## src/rtl/col_pkg.sv

```systemverilog
package col_pkg;

  // Inputs that need edge detection
  localparam int unsigned EDGE_PINS = 2;
  localparam int unsigned EP_SCLK   = 0;
  localparam int unsigned EP_SEL    = 1;
  // Idle levels: link clock low, select high
  localparam logic [EDGE_PINS-1:0] EDGE_IDLE = 2'b10;

  // Inputs used only as levels
  localparam int unsigned LEVEL_PINS = 3;
  localparam int unsigned LP_DIN     = 0;
  localparam int unsigned LP_ON      = 1;
  localparam int unsigned LP_OFF     = 2;
  // Idle levels: data low, both overrides released
  localparam logic [LEVEL_PINS-1:0] LEVEL_IDLE = 3'b110;

  typedef enum logic [1:0] {
    FRC_NONE = 2'd0,
    FRC_ON   = 2'd1,
    FRC_OFF  = 2'd2
  } force_e;

  // Force-off dominates force-on
  function automatic force_e pick_force(input logic on_n, input logic off_n);
    if (!off_n) return FRC_OFF;
    if (!on_n)  return FRC_ON;
    return FRC_NONE;
  endfunction

endpackage

```

## src/rtl/col_sync.sv

```systemverilog
module col_sync #(
  parameter int unsigned STAGES = 2,
  parameter logic        IDLE   = 1'b0
) (
  input  logic clk_i,
  input  logic rst_ni,
  input  logic d_i,
  output logic lvl_o
);
  logic [STAGES-1:0] pipe_q;
  logic [STAGES-1:0] pipe_d;

  always_comb begin
    pipe_d = {pipe_q[STAGES-2:0], d_i};
  end

  always_ff @(posedge clk_i or negedge rst_ni) begin
    if (!rst_ni) pipe_q <= {STAGES{IDLE}};
    else         pipe_q <= pipe_d;
  end

  assign lvl_o = pipe_q[STAGES-1];
endmodule

```

## src/rtl/col_edge.sv

```systemverilog
module col_edge #(
  parameter int unsigned STAGES = 2,
  parameter logic        IDLE   = 1'b0
) (
  input  logic clk_i,
  input  logic rst_ni,
  input  logic d_i,
  output logic lvl_o,
  output logic prev_o
);
  logic lvl;
  logic prev_q;

  col_sync #(.STAGES(STAGES), .IDLE(IDLE)) u_sync (
    .clk_i (clk_i),
    .rst_ni(rst_ni),
    .d_i   (d_i),
    .lvl_o (lvl)
  );

  always_ff @(posedge clk_i or negedge rst_ni) begin
    if (!rst_ni) prev_q <= IDLE;
    else         prev_q <= lvl;
  end

  assign lvl_o  = lvl;
  assign prev_o = prev_q;
endmodule

```

## src/rtl/col_shift.sv

```systemverilog
module col_shift
  import col_pkg::*;
#(
  parameter int unsigned W = 8
) (
  input  logic         clk_i,
  input  logic         rst_ni,
  input  logic         sel_low_i,
  input  logic         sclk_rise_i,
  input  logic         sclk_fall_i,
  input  logic         din_i,
  input  force_e       frc_i,
  output logic [W-1:0] sr_o,
  output logic         sdo_o
);
  localparam int unsigned TOP = W - 1;

  logic [W-1:0] sr_q, sr_d;
  logic         sdo_q, sdo_d;
  logic         en;

  always_comb begin
    sr_d  = sr_q;
    sdo_d = sdo_q;
    unique case (frc_i)
      FRC_OFF: begin
        sr_d  = '0;
        sdo_d = 1'b0;
      end
      FRC_ON: begin
        sr_d  = '1;
        sdo_d = 1'b1;
      end
      default: begin
        if (sel_low_i && sclk_rise_i) sr_d  = {sr_q[TOP-1:0], din_i};
        if (sel_low_i && sclk_fall_i) sdo_d = sr_q[TOP];
      end
    endcase
  end

  assign en = (frc_i != FRC_NONE) | (sel_low_i & (sclk_rise_i | sclk_fall_i));

  always_ff @(posedge clk_i or negedge rst_ni) begin
    if (!rst_ni) begin
      sr_q  <= '0;
      sdo_q <= 1'b0;
    end else if (en) begin
      sr_q  <= sr_d;
      sdo_q <= sdo_d;
    end
  end

  assign sr_o  = sr_q;
  assign sdo_o = sdo_q;


  shift_in_chk: assert property (@(posedge clk_i) disable iff (!rst_ni)
    (sel_low_i && sclk_rise_i && frc_i == FRC_NONE)
      |=> (sr_q[TOP:1] == $past(sr_q[TOP-1:0]) && sr_q[0] == $past(din_i)));


  idle_ignore_chk: assert property (@(posedge clk_i) disable iff (!rst_ni)
    (!sel_low_i && frc_i == FRC_NONE) |=> ($stable(sr_q) && $stable(sdo_q)));


  sdo_top_chk: assert property (@(posedge clk_i) disable iff (!rst_ni)
    (sel_low_i && sclk_fall_i && frc_i == FRC_NONE) |=> (sdo_q == $past(sr_q[TOP])));
endmodule

```

## src/rtl/col_hold.sv

```systemverilog
module col_hold
  import col_pkg::*;
#(
  parameter int unsigned W = 8
) (
  input  logic         clk_i,
  input  logic         rst_ni,
  input  logic         sel_rise_i,
  input  force_e       frc_i,
  input  logic [W-1:0] sr_i,
  output logic [W-1:0] q_o
);
  logic [W-1:0] q_q, q_d;
  logic         en;

  always_comb begin
    q_d = q_q;
    unique case (frc_i)
      FRC_OFF: q_d = '0;
      FRC_ON:  q_d = '1;
      default: if (sel_rise_i) q_d = sr_i;
    endcase
  end

  assign en = (frc_i != FRC_NONE) | sel_rise_i;

  always_ff @(posedge clk_i or negedge rst_ni) begin
    if (!rst_ni)  q_q <= '0;
    else if (en)  q_q <= q_d;
  end

  assign q_o = q_q;


  load_chk: assert property (@(posedge clk_i) disable iff (!rst_ni)
    (sel_rise_i && frc_i == FRC_NONE) |=> (q_q == $past(sr_i)));
endmodule

```

## src/rtl/cascade_out_latch.sv

```systemverilog
module cascade_out_latch
  import col_pkg::*;
#(
  parameter int unsigned CH_W        = 8,
  parameter int unsigned SYNC_STAGES = 2
) (
  input  logic            clk_i,
  input  logic            rst_ni,
  input  logic            sclk_i,
  input  logic            sel_ni,
  input  logic            sdi_i,
  input  logic            all_on_ni,
  input  logic            all_off_ni,
  output logic            sdo_o,
  output logic [CH_W-1:0] chan_en_o
);
  // Reset: asserted at once, released after two clock edges
  logic [1:0] rst_pipe_q;
  logic       rst_n;

  always_ff @(posedge clk_i or negedge rst_ni) begin
    if (!rst_ni) rst_pipe_q <= '0;
    else         rst_pipe_q <= {rst_pipe_q[0], 1'b1};
  end
  assign rst_n = rst_pipe_q[1];

  // Input sampling
  logic [EDGE_PINS-1:0]  edge_raw, edge_lvl, edge_prev;
  logic [LEVEL_PINS-1:0] level_raw, level_lvl;

  assign edge_raw[EP_SCLK]  = sclk_i;
  assign edge_raw[EP_SEL]   = sel_ni;
  assign level_raw[LP_DIN]  = sdi_i;
  assign level_raw[LP_ON]   = all_on_ni;
  assign level_raw[LP_OFF]  = all_off_ni;

  for (genvar g = 0; g < EDGE_PINS; g++) begin : g_edge
    col_edge #(.STAGES(SYNC_STAGES), .IDLE(EDGE_IDLE[g])) u_edge (
      .clk_i (clk_i),
      .rst_ni(rst_n),
      .d_i   (edge_raw[g]),
      .lvl_o (edge_lvl[g]),
      .prev_o(edge_prev[g])
    );
  end

  for (genvar g = 0; g < LEVEL_PINS; g++) begin : g_level
    col_sync #(.STAGES(SYNC_STAGES), .IDLE(LEVEL_IDLE[g])) u_sync (
      .clk_i (clk_i),
      .rst_ni(rst_n),
      .d_i   (level_raw[g]),
      .lvl_o (level_lvl[g])
    );
  end

  // Decoded controls
  logic   sclk_rise, sclk_fall, sel_low, sel_rise;
  force_e frc;

  assign sclk_rise = edge_lvl[EP_SCLK] & ~edge_prev[EP_SCLK];
  assign sclk_fall = ~edge_lvl[EP_SCLK] & edge_prev[EP_SCLK];
  assign sel_low   = ~edge_lvl[EP_SEL];
  assign sel_rise  = edge_lvl[EP_SEL] & ~edge_prev[EP_SEL];
  assign frc       = pick_force(level_lvl[LP_ON], level_lvl[LP_OFF]);

  logic [CH_W-1:0] sr;

  col_shift #(.W(CH_W)) u_shift (
    .clk_i      (clk_i),
    .rst_ni     (rst_n),
    .sel_low_i  (sel_low),
    .sclk_rise_i(sclk_rise),
    .sclk_fall_i(sclk_fall),
    .din_i      (level_lvl[LP_DIN]),
    .frc_i      (frc),
    .sr_o       (sr),
    .sdo_o      (sdo_o)
  );

  col_hold #(.W(CH_W)) u_hold (
    .clk_i     (clk_i),
    .rst_ni    (rst_n),
    .sel_rise_i(sel_rise),
    .frc_i     (frc),
    .sr_i      (sr),
    .q_o       (chan_en_o)
  );


  hold_sel_low_chk: assert property (@(posedge clk_i) disable iff (!rst_n)
    (sel_low && frc == FRC_NONE) |=> $stable(chan_en_o));


  force_on_chk: assert property (@(posedge clk_i) disable iff (!rst_n)
    (level_lvl[LP_OFF] && !level_lvl[LP_ON]) |=> (chan_en_o == '1 && sdo_o));


  force_off_chk: assert property (@(posedge clk_i) disable iff (!rst_n)
    (!level_lvl[LP_OFF]) |=> (chan_en_o == '0 && !sdo_o));
endmodule

```

## config.mk

```make
export PLATFORM = sky130hd
export DESIGN_NAME = cascade_out_latch
export DESIGN_NICKNAME = d
export VERILOG_FILES = /design/src/rtl/col_pkg.sv /design/src/rtl/col_sync.sv /design/src/rtl/col_edge.sv /design/src/rtl/col_shift.sv /design/src/rtl/col_hold.sv /design/src/rtl/cascade_out_latch.sv
export SDC_FILE = /design/constraint.sdc
export NUM_CORES = 1
export LEC_CHECK = 0
export ABC_AREA = 1
export CORE_UTILIZATION = 50
export CTS_BUF_LIST = sky130_fd_sc_hd__clkbuf_2 sky130_fd_sc_hd__clkbuf_4 sky130_fd_sc_hd__clkbuf_8
export CTS_CLUSTER_SIZE = 28
export DETAILED_ROUTE_END_ITERATION = 16
export PLACE_DENSITY_LB_ADDON = 0.25
export SLEW_MARGIN = 5
export SYNTH_ARGS = -nofsm -noshare
export SYNTH_HDL_FRONTEND = slang
export SYNTH_SLANG_ARGS = --single-unit
export TNS_END_PERCENT = 20
```

## constraint.sdc

```tcl
create_clock -name clk_i -period 0.8 [get_ports clk_i]
set_input_delay 0.12 -clock clk_i [delete_from_list [all_inputs] [get_ports clk_i]]
set_output_delay 0.12 -clock clk_i [all_outputs]
set_load 0.01 [all_outputs]
```

==> summary.md <==
| Metric | Value |
|---|---|
| Violated checks | `setup timing` |
| Hold Vio Cnt, Final | `0` |
| Clock root cell | `clkbuf_4` |
| Share of the yosys chip area belonging to registers | `0.648` |
| Synth Cell Area | `0.00121 mm^2` |
| Total CTS buffers | `5` |
| Pre-antenna DRT Iters | `5` |
| Peak Freq | `840 MHz` |
| # DRC | `0` |
| Layout cells sized above 1 | `0.333` |
| FFs w/ async S/R, synth | `1.00` |
| Syn_area_per_cell | `10.2 um^2` |
| Ys flop type | `dfrtp_1` |
| Maximum clock insertion buffer count | `2` |
| Run status | `finished, violations left` |
| Largest net degree at the start of global routing | `21` |
| Yosys reg bits | `31` |
| Synth cell types | `16` |
| H-tree lvl count | `2` |
| Setup WS pre-CTS | `-0.408 ns` |
| Slowest cell on crit path | `dfrtp_1` |
| Final setup margin | `-0.391 ns` |
| Worst R2R End | `u_shift.sr_o[0]$_DFFE_PN0P_` |
| Hold path depth | `1` |
| Crit path DAT | `1.45 ns` |
| Die ar. | `0.00262 mm^2` |
| CP Cell Sequence | `ha_4 -> nor2_4 -> nand2_4 -> nand2_8 -> nand2_1 -> nand2_1` |
| Leak | `0.812 nW` |
| Hold Crit Start | `all_on_ni` |
| Worst-path maximum fanout | `8` |
| Port-buffer cells | `15` |
| Fillers | `181` |
| GPL Wtd Cong | `0.867` |
| Mapped Cells | `119` |
| Slowest stage delay, CP | `0.42 ns` |
| Critical Path End Type | `flop` |
| Vias/cell | `4.78` |
| Starting density of the core | `0.537` |
| CTS tree | `built` |
| Final Cycle Share | `1.49` |
| RSZ-0062 raised after global routing | `true` |
| GR Overflow Total | `0` |
| Post-layout nets | `161` |
| Number of placement rows | `17` |
| # diodes | `0` |
| Final min period | `1.19 ns` |
| Clock-pin slew on the worst setup and hold paths | `0.09 ns` |
| Area Overhead vs Synth | `29.3%` |
| Vias | `865` |
| End of the worst hold path | `g_level[1].u_sync.pipe_q[0]$_DFF_PN1_` |
| WL final | `2.12 mm` |
| Clock Sinks | `31` |
| Post-route ant nets | `0` |
| Vias in the first global route | `882` |
| Cell taking the most area after synthesis | `dfrtp_1` |
| R2R Path Start | `g_edge[0].u_edge.u_sync.pipe_q[1]$_DFF_PN0_` |
| Peak VDD IR | `1.81 mV` |
| Total track usage | `0.202` |
| Iter 0 DRT Violations | `18` |
| Startpoint types | `flop` |
| Slew Limit Fails | `0` |
| Syn. warnings | `0` |
| Total I/O pin count | `16` |
| MaxCap Viol Count | `0` |
| R2r setup slk | `-0.39 ns` |
| Initial antenna violation count | `0` |
| Core Util, Final | `0.694` |
| Area share of the largest cell type after synthesis | `0.496` |
| Worst hold path type | `input pin to flop` |
| Clk_skew | `0.00923 ns` |
| CP most frequent cell | `nand2_1` |
| Die Y | `51.2 um` |
| Pwr Density | `2090 mW/mm^2` |
| Core area | `0.00225 mm^2` |
| Reg2reg path depth | `6` |
| Clock Latency Late Sink | `0.32 ns` |
| Overall Power | `0.00327 W` |
| Count of final setup violators | `26` |
| Net Count, Synth | `128` |
| Die W | `51.2 um` |
| Cell with the most instances after synthesis | `nand2_1` |
| Crit Path Category | `flop to flop` |
| First-pass GRT wire length | `3.68 mm` |
| Ranking of synthesized cells by area | `dfrtp_1 (50%), dfstp_2 (15%), nand2_1 (14%), nand3_1 (3.7%), inv_1 (3.4%)` |
| Post-synth EDFFs | `0` |
| Routed wire per std cell | `11.7 um` |
| DP HPWL | `1.46 mm` |
| Commonest cells post-synth | `nand2_1 (46), dfrtp_1 (24), inv_1 (11)` |
| Required @ worst endpoint | `1.06 ns` |
| Final setup TNS | `-7.24 ns` |
-- final cells by class --
cell class / count / area [um^2] / area share
Clock buffer: 8 / 72.6 / 0.0464
Inverter: 14 / 62.6 / 0.0400
Multi-Input combinational cell: 73 / 399 / 0.255
Sequential cell: 31 / 785 / 0.502
Tap cell: 28 / 35.0 / 0.0224
Timing Repair Buffer: 27 / 210 / 0.134
-- cells by family after synthesis --
group | after synthesis | share of synthesized area
AOI/OAI and AO/OA | 9 | 0.0372
buffers and inverters | 16 | 0.0683
adders and majority gates | 2 | 0.0207
other | 1 | 0.00310
DFF | 31 | 0.648
and+or+nand+nor | 60 | 0.222
-- worst max-delay path by stage --
| stage | start | to | slack (ns) |
|---|---|---|---|
| final | g_edge[0].u_edge.u_sync.pipe_q[1]$_DFF_PN0_ | u_shift.sr_o[0]$_DFFE_PN0P_ | -0.39 |
| after detailed placement | g_edge[0].u_edge.prev_o$_DFF_PN0_ | u_shift.sr_o[5]$_DFFE_PN0P_ | -0.41 |
| after CTS | g_edge[0].u_edge.u_sync.pipe_q[1]$_DFF_PN0_ | u_shift.sr_o[5]$_DFFE_PN0P_ | -0.39 |
| after floorplan | g_level[1].u_sync.pipe_q[1]$_DFF_PN1_ | u_shift.sdo_o$_DFFE_PN0P_ | -0.31 |
| after global routing | g_edge[0].u_edge.prev_o$_DFF_PN0_ | u_shift.sr_o[3]$_DFFE_PN0P_ | -0.48 |
| after global placement | g_edge[0].u_edge.prev_o$_DFF_PN0_ | u_shift.sr_o[7]$_DFFE_PN0P_ | -0.35 |
-- cell usage in the layout (no fill, tap or decap) --
cell,netlist,layout
a21oi_1,8,6
a21oi_2,0,2
buf_12,0,1
buf_2,0,9
buf_4,0,10
clkbuf_4,0,6
clkbuf_8,0,2
clkdlybuf4s50_1,0,6
conb_1,1,1
dfrtp_1,24,24
dfstp_2,7,7
dlygate4sd3_1,0,1
ha_1,2,1
ha_4,0,1
inv_1,11,10
inv_2,1,2
inv_6,1,2
nand2_1,46,43
nand2_2,1,4
nand2_4,3,2
nand2_8,0,2
nand3_1,9,9
nor2_4,1,1
o21ai_0,1,1
-- registers in the layout, indices dropped and copies added, names as in the netlist --
register                     cells
u_hold.q_o                       8
g_edge.u_edge.prev_o             2
g_edge.u_edge.u_sync.pipe_q      4
rst_pipe_q                       2
u_shift.sdo_o                    1
u_shift.sr_o                     8
g_level.u_sync.pipe_q            6
-- timing repair --
action / 4_1_cts / 5_1_grt
resized for setup: 37 / 7
hold buffers: 1 / 0
setup endpoints to repair: 26 / 26
hold endpoints to repair: 2 / 0
cloned: 1 / 0
pin swaps: 5 / 0
setup buffers: 1 / 0
-- where the power goes --
part           leakage [nW]  internal [W]  switching, W  total (W)
Clock                0.0420      0.000551      0.000507    0.00106
Sequential            0.369       0.00170     0.0000670    0.00177
Combinational         0.401      0.000202      0.000242   0.000444
Total                 0.812       0.00245      0.000816    0.00327
-- critical path: cells and delay by family (launching register included) --
| family | cells | cell delay, ns |
|---|---|---|
| fa+ha+maj | 1 | 0.26 |
| flops | 1 | 0.42 |
| simple gates | 5 | 0.47 |
-- layer usage --
metal | vias to the layer above | global-route usage | wire (um)
met3 | 2 | 0.0804 | 97
met5 | - | 0 | 0
li1 | 432 | - | -
met1 | 411 | 0.225 | 917
met2 | 20 | 0.329 | 1080
met4 | 0 | 0.111 | 25
-- through the flow --
step / hold WS, ns / cell area, um^2 / instances
after detailed placement: 0.220 / 1480 / 170
after global placement: 0.220 / 1480 / 170
after CTS: 0.187 / 1530 / 181
final: 0.200 / 1560 / 181
after floorplan: -0.176 / 1230 / 119
after global routing: 0.178 / 1560 / 181
Power figures use the tool's default switching activity.
